`src/rtl/texmap_pkg.sv`:
```
// Shared definitions for the texel address setup block.
// Assumes coordinates use a fixed 6-bit fractional part.
package texmap_pkg;
    localparam int FRAC_W = 6;

    typedef enum logic {
        AX_WRAP  = 1'b0,
        AX_CLAMP = 1'b1
    } axis_mode_e;
endpackage

```
`src/rtl/texmap_axis_fold.sv`:
```
// Folds a signed integer texel index into 0..res-1 on one axis.
// Wrap mode reduces the index modulo res (the result is never negative).
// Clamp mode saturates it at 0 and res-1. A zero resolution yields 0.
module texmap_axis_fold
    import texmap_pkg::*;
#(
    parameter int IXW   = 8,
    parameter int RES_W = 4
) (
    input  logic signed [IXW-1:0]   idx,
    input  logic [RES_W-1:0]        res,
    input  axis_mode_e              mode,
    output logic [RES_W-1:0]        folded
);
    localparam int SW = ((IXW > RES_W) ? IXW : RES_W) + 2;

    logic signed [SW-1:0] idx_s;
    logic signed [SW-1:0] res_s;
    logic signed [SW-1:0] rem_s;

    assign idx_s = SW'(idx);
    assign res_s = $signed(SW'(res));

    // Apply the wrap or clamp rule to the index.
    always_comb begin
        folded = '0;
        rem_s  = '0;
        if (res != '0) begin
            if (mode == AX_CLAMP) begin
                if (idx_s < 0)
                    folded = '0;
                else if (idx_s >= res_s)
                    folded = res - 1'b1;
                else
                    folded = idx_s[RES_W-1:0];
            end else begin
                rem_s = idx_s % res_s;
                if (rem_s < 0)
                    rem_s = rem_s + res_s;
                folded = rem_s[RES_W-1:0];
            end
        end
    end
endmodule

```
`src/rtl/texmap_addr_gen.sv`:
```
// Converts a folded texel position into a byte address for 2-byte
// texels stored row by row. Assumes ADDR_W >= 2*RES_W+2.
module texmap_addr_gen #(
    parameter int RES_W  = 4,
    parameter int ADDR_W = 32
) (
    input  logic [ADDR_W-1:0] base,
    input  logic [RES_W-1:0]  row_len,
    input  logic [RES_W-1:0]  tx,
    input  logic [RES_W-1:0]  ty,
    output logic [ADDR_W-1:0] addr
);
    localparam int LW = 2 * RES_W + 1;

    logic [LW-1:0] lin;

    // Linear texel index, then scaled to bytes and offset by the base.
    always_comb begin
        lin  = LW'(ty) * LW'(row_len) + LW'(tx);
        addr = base + ADDR_W'({lin, 1'b0});
    end
endmodule

```
`src/rtl/texel_fetch_plan.sv`:
```
// Top of the texel address setup block. It decodes the filter and
// per-axis wrap/clamp modes from the mask inputs, folds the base and
// neighbour indices on each axis, forms four corner addresses, and
// registers the result in a single valid/ready stage.
// Assumes that tex_base is even and that the configuration inputs
// are valid whenever in_valid is high.
module texel_fetch_plan
    import texmap_pkg::*;
#(
    parameter int COORD_W = 18,
    parameter int RES_W   = 11,
    parameter int ADDR_W  = 32,
    parameter int MASK_W  = 6 + RES_W
) (
    input  logic                clk,
    input  logic                rst_n,
    input  logic                in_valid,
    output logic                in_ready,
    input  logic [COORD_W-1:0]  coord_u,
    input  logic [COORD_W-1:0]  coord_v,
    input  logic [ADDR_W-1:0]   tex_base,
    input  logic [RES_W-1:0]    tex_hres,
    input  logic [RES_W-1:0]    tex_vres,
    input  logic [MASK_W-1:0]   tex_hmask,
    input  logic [MASK_W-1:0]   tex_vmask,
    output logic                out_valid,
    input  logic                out_ready,
    output logic [ADDR_W-1:0]   texel_a,
    output logic [ADDR_W-1:0]   texel_b,
    output logic [ADDR_W-1:0]   texel_c,
    output logic [ADDR_W-1:0]   texel_d,
    output logic [5:0]          weight_u,
    output logic [5:0]          weight_v,
    output logic                blend_en
);
    localparam int IW  = COORD_W - FRAC_W;
    localparam int IXW = IW + 1;
    localparam logic [FRAC_W-1:0] BIL_LIMIT = FRAC_W'(32);

    // Mode decode
    logic              bil_sel;
    axis_mode_e        ax_mode [2];
    logic [RES_W-1:0]  ax_res  [2];
    logic [MASK_W-FRAC_W-1:0] h_clamp_bits, v_clamp_bits;

    assign bil_sel      = tex_hmask[FRAC_W-1:0] > BIL_LIMIT;
    assign h_clamp_bits = tex_hmask[MASK_W-1:FRAC_W];
    assign v_clamp_bits = tex_vmask[MASK_W-1:FRAC_W];
    assign ax_res[0]    = tex_hres;
    assign ax_res[1]    = tex_vres;
    assign ax_mode[0]   = (|(h_clamp_bits & tex_hres)) ? AX_CLAMP : AX_WRAP;
    assign ax_mode[1]   = (|(v_clamp_bits & tex_vres)) ? AX_CLAMP : AX_WRAP;

    // Integer texel indices (floor of coordinate / 64)
    logic signed [IW-1:0]  int_c  [2];
    logic signed [IXW-1:0] idx    [2][2];
    logic [RES_W-1:0]      folded [2][2];

    assign int_c[0] = coord_u[COORD_W-1:FRAC_W];
    assign int_c[1] = coord_v[COORD_W-1:FRAC_W];

    for (genvar ax = 0; ax < 2; ax++) begin : g_axis
        // Base index and its neighbour; nearest mode reuses the base.
        always_comb begin
            idx[ax][0] = IXW'(int_c[ax]);
            idx[ax][1] = bil_sel ? (idx[ax][0] + {{(IXW-1){1'b0}}, 1'b1})
                                 : idx[ax][0];
        end
        for (genvar off = 0; off < 2; off++) begin : g_off
            texmap_axis_fold #(.IXW(IXW), .RES_W(RES_W)) fold_i (
                .idx    (idx[ax][off]),
                .res    (ax_res[ax]),
                .mode   (ax_mode[ax]),
                .folded (folded[ax][off])
            );
        end
    end

    // Corner addresses: bit 0 of k picks the x neighbour, bit 1 the y neighbour
    logic [ADDR_W-1:0] corner [4];

    for (genvar k = 0; k < 4; k++) begin : g_corner
        texmap_addr_gen #(.RES_W(RES_W), .ADDR_W(ADDR_W)) agen_i (
            .base    (tex_base),
            .row_len (tex_hres),
            .tx      (folded[0][k % 2]),
            .ty      (folded[1][k / 2]),
            .addr    (corner[k])
        );
    end

    // Output stage
    logic accept;
    assign in_ready = !out_valid || out_ready;
    assign accept   = in_valid && in_ready;

    // Valid flag: loads on any slot release, cleared by reset.
    always_ff @(posedge clk) begin
        if (!rst_n)
            out_valid <= 1'b0;
        else if (in_ready)
            out_valid <= in_valid;
    end

    // Result registers: capture only on an accepted request.
    always_ff @(posedge clk) begin
        if (!rst_n) begin
            texel_a  <= '0;
            texel_b  <= '0;
            texel_c  <= '0;
            texel_d  <= '0;
            weight_u <= '0;
            weight_v <= '0;
            blend_en <= 1'b0;
        end else if (accept) begin
            texel_a  <= corner[0];
            texel_b  <= corner[1];
            texel_c  <= corner[2];
            texel_d  <= corner[3];
            weight_u <= bil_sel ? coord_u[FRAC_W-1:0] : '0;
            weight_v <= bil_sel ? coord_v[FRAC_W-1:0] : '0;
            blend_en <= bil_sel;
        end
    end
endmodule

```
`config.mk`:
```
export PLATFORM = sky130hd
export DESIGN_NAME = texel_fetch_plan
export DESIGN_NICKNAME = d
export VERILOG_FILES = /design/src/rtl/texmap_pkg.sv /design/src/rtl/texmap_axis_fold.sv /design/src/rtl/texmap_addr_gen.sv /design/src/rtl/texel_fetch_plan.sv
export SDC_FILE = /design/constraint.sdc
export NUM_CORES = 2
export LEC_CHECK = 0
export ABC_CLOCK_PERIOD_IN_PS = 144500
export BUFFER_PORTS_ARGS = -buffer_cell sky130_fd_sc_hd__buf_2
export CAP_MARGIN = 20
export CELL_PAD_IN_SITES_DETAIL_PLACEMENT = 0
export CELL_PAD_IN_SITES_GLOBAL_PLACEMENT = 2
export CORE_MARGIN = 4
export CORE_UTILIZATION = 41
export CTS_BUF_LIST = sky130_fd_sc_hd__clkbuf_4 sky130_fd_sc_hd__clkbuf_8
export CTS_CLUSTER_DIAMETER = 200
export DETAILED_ROUTE_END_ITERATION = 8
export GPL_TIMING_DRIVEN = 0
export HOLD_SLACK_MARGIN = 0.03
export PLACE_DENSITY_LB_ADDON = 0.1
export REMOVE_ABC_BUFFERS = 1
export SYNTH_ARGS = -nofsm -noshare
export SYNTH_HDL_FRONTEND = slang
export SYNTH_SLANG_ARGS = --single-unit
```
`constraint.sdc`:
```
create_clock -name clk -period 144.5 [get_ports clk]
set_input_delay 43.35 -clock clk [delete_from_list [all_inputs] [get_ports clk]]
set_output_delay 43.35 -clock clk [all_outputs]
set_load 0.05 [all_outputs]
```
==> metrics.md <==
| Metric | Value |
|---|---|
| Outcome | `completed` |
| Post-detailed-route wirelength per cell | `20.50 um` |
| Library cells used by synthesis | `120` |
| Hold Buf Count CTS | `0` |
| Clock sink total | `139` |
| Vias per cell | `5.909` |
| Cts bufs inserted | `17` |
| DRC | `0` |
| Core area | `125900 sq um` |
| Global-route wire length before repair | `285800 um` |
| Critical path class | `in2reg` |
| Hold crit path type | `reg2reg` |
| Initial antenna violation count | `8` |
| CP Depth | `168` |
| Number of H-tree branching levels | `4` |
| First-pass detailed-route iteration total | `7` |
| Deepest clock path buffer count | `2` |
| Slew margin rel. | `15.57%` |
| Post-synth EDFFs | `0` |
| RD Place Congestion | `0.8747` |
| Synth area leaders | `ha_1 (19%), fa_1 (6.8%), xnor2_1 (6.5%)` |
| Max Fclk | `0.01135 GHz` |
| Fill cell count | `13158` |
| Final Core Density | `44.45%` |
| Reg2reg end | `texel_c[27]` |
| Slew @ Worst Pin | `1266 ps` |
| Worst skew pair latency | `470 ps` |
| Crit end category | `flip-flop` |
| Synthesized cell area | `52140 sq um` |
| Die Y | `364.6 um` |
| Tcrit/Tclk final | `60.95%` |
| CTS tree | `yes` |
| Final setup TNS | `0 ps` |
| Area of the multi-input gates | `46440 sq um` |
| Worst EP arrival | `88430 ps` |
| Crit. Startpoint | `tex_hmask[3]` |
| Setup-failing EPs final | `0` |
| Tmin final | `88070 ps` |
| CP required | `144860 ps` |
| Crit Path Max Fanout | `19` |
| R2R cell count | `5` |
| I/O pins | `271` |
| Sequential cell area | `2783 sq um` |
| Initial Utilization | `41.42%` |
| Grt total ovfl | `0` |
| Async SR Flop Fraction | `0%` |
| Worst setup path end | `texel_d[28]` |
| Clk root buf | `clkbuf_8` |
| Most used cell, CP | `a21oi_1` |
| Number of routed nets with antenna violations | `0` |
| Dominant synthesized flop cell | `dfxtp_1` |
| Startpoint Class | `input pin` |
| Clock Skews | `13.56 ps` |
| CP max-delay cell | `a2111oi_0` |
| Vias in the first global route | `51271` |
| Num rows | `130` |
| Slew Viols, Final | `0` |
| Share of the synthesized area in the top cell type | `19.08%` |
| Synth warnings | `0` |
| Setup Buffers After CTS | `0` |
| Total Routing Usage GR | `26.62%` |
| Delay-heaviest family, CP | `compound AO/OA/AOI/OAI gates` |
| Area of the die | `132900 sq um` |
| Cell count after synthesis | `7119` |
| Largest net degree at the start of global routing | `84` |
| Synth area leader | `ha_1` |
| Seq cells post-synth | `139` |
| Clk slew on worst S/H paths | `80 ps` |
| Nets | `8325` |
| Post-DP HPWL | `147300 um` |
| RSZ-0062 raised after global routing | `no` |
| Area growth syn-to-layout | `7.324%` |
| Worst r2r src | `out_valid` |
| Drt initial violations | `3634` |
| PortBufs | `264` |
| Worst Path Buf+Inv | `12` |
| Crit-path max cell delay | `890 ps` |
| Seq/Total Area, Yosys | `5.337%` |
| Endpoints failing hold | `0` |
| Layout cells sized above 1 | `9.228%` |
| DIE WIDTH | `364.6 um` |
| FF-to-FF setup slack | `142480 ps` |
| Avg Cell Area, Syn | `7.324 sq um` |
| Final wirelength | `182400 um` |
| Max-Cap Viols | `0` |
| Via Count | `52562` |
| Post-CTS sizing | `0` |
flip-flops by register name (all words and copies together) (netlist names):
name / count
out_valid: 1
texel_a: 32
weight_u: 6
weight_v: 6
blend_en: 1
texel_d: 31
texel_c: 31
texel_b: 31
synth_stat cells (64+ instances only):
cell type and instances:
o21bai_1 107, nand2_1 632, a21o_1 160, o21a_1 156, nand3_1 210, clkbuf_1 191
mux2_2 126, fa_1 176, mux2i_1 156, or3_1 78, ha_1 795, nand2b_1 85
nor2_1 579, nor3_1 231, inv_1 555, nand4_1 75, a21oi_1 599, a31oi_1 72
o21ai_0 319, xnor2_1 389, o211ai_1 64, and3_1 85, and2_1 66, xor2_1 138
dfxtp_1 139
kinds of logic (layout without fill, tap and decap cells):
| logic type | count (synthesis) | count (layout) | share of synthesized area (%) |
|---|---|---|---|
| and+or+nand+nor | 2347 | 2347 | 22.00 |
| AOI/OAI and AO/OA | 2038 | 2038 | 26.00 |
| adders and majority gates | 971 | 971 | 25.84 |
| buffers and inverters | 807 | 916 | 5.999 |
| xor gates and xnor gates | 528 | 528 | 8.905 |
| muxes | 288 | 288 | 5.915 |
| DFF | 139 | 139 | 5.337 |
| other | 1 | 18 | 0.007192 |
per-stage QoR:
| step | area, sq um | setup slack [ps] | hold slack, ps | std cells |
|---|---|---|---|---|
| 2_1_floorplan | 51160 | 57350 | 676.5 | 6883 |
| 3_3_place_gp | 54540 | 49520 | 436.0 | 8797 |
| 3_5_place_dp | 55480 | 55960 | 441.1 | 8853 |
| 4_1_cts | 55910 | 56260 | 452.3 | 8885 |
| 5_1_grt | 55950 | 52960 | 466.1 | 8893 |
| 6_report | 55960 | 56430 | 447.3 | 8895 |
worst min-delay path by stage:
stage	startpoint	end	slack, ps	cells after the start
2_1_floorplan	texel_a[14]	texel_a[14]	680	2
3_3_place_gp	weight_v[5]	weight_v[5]	440	2
3_5_place_dp	texel_a[21]	texel_a[21]	440	2
4_1_cts	texel_a[21]	texel_a[21]	450	2
5_1_grt	texel_d[15]	texel_d[15]	470	2
6_report	texel_b[6]	texel_b[6]	450	2
per-layer routing:
layer | global-route usage, % | share of wire, % | vias to the layer above
met1 | 35.48 | 46 | 25024
met5 | 0 | 0.0088 | -
met2 | 47.42 | 48 | 1148
li1 | - | - | 26162
met3 | 1.608 | 4.0 | 224
met4 | 5.450 | 2.2 | 4
final cells by class:
cell class | instances | area share (%)
multi-input combinational | 6184 | 82.99
antenna | 6 | 0.02683
clock buffer | 20 | 0.4807
timing repair buffer | 324 | 3.794
inverter | 560 | 3.761
clock inverter | 12 | 0.2840
tap | 1650 | 3.689
sequential | 139 | 4.973
cells in the final DEF (no fill, tap or decap), types with 75 or more instances in the layout:
cell and instances:
nand4_1 75, and3_1 85, xnor2_1 387, buf_2 266, fa_1 176, or3_1 78
ha_1 795, a21o_1 160, nand3_1 210, a21oi_1 597, nor3_1 226, nor2_1 575
xor2_1 138, mux2_2 126, mux2i_1 155, o21bai_1 107, o21a_1 156, inv_1 540
nand2_1 631, dfxtp_1 139, nand2b_1 85, o21ai_0 312
worst min-delay path: cells and delay by family, from the launching register on:
kind,cells,cell delay [ps]
AO/OA/AOI/OAI,1,50
flip-flops,1,310
AND/OR/NAND/NOR,1,50
Power is not shown: default switching activity piles up to over one toggle a cycle in this logic, so the estimate is an artifact.
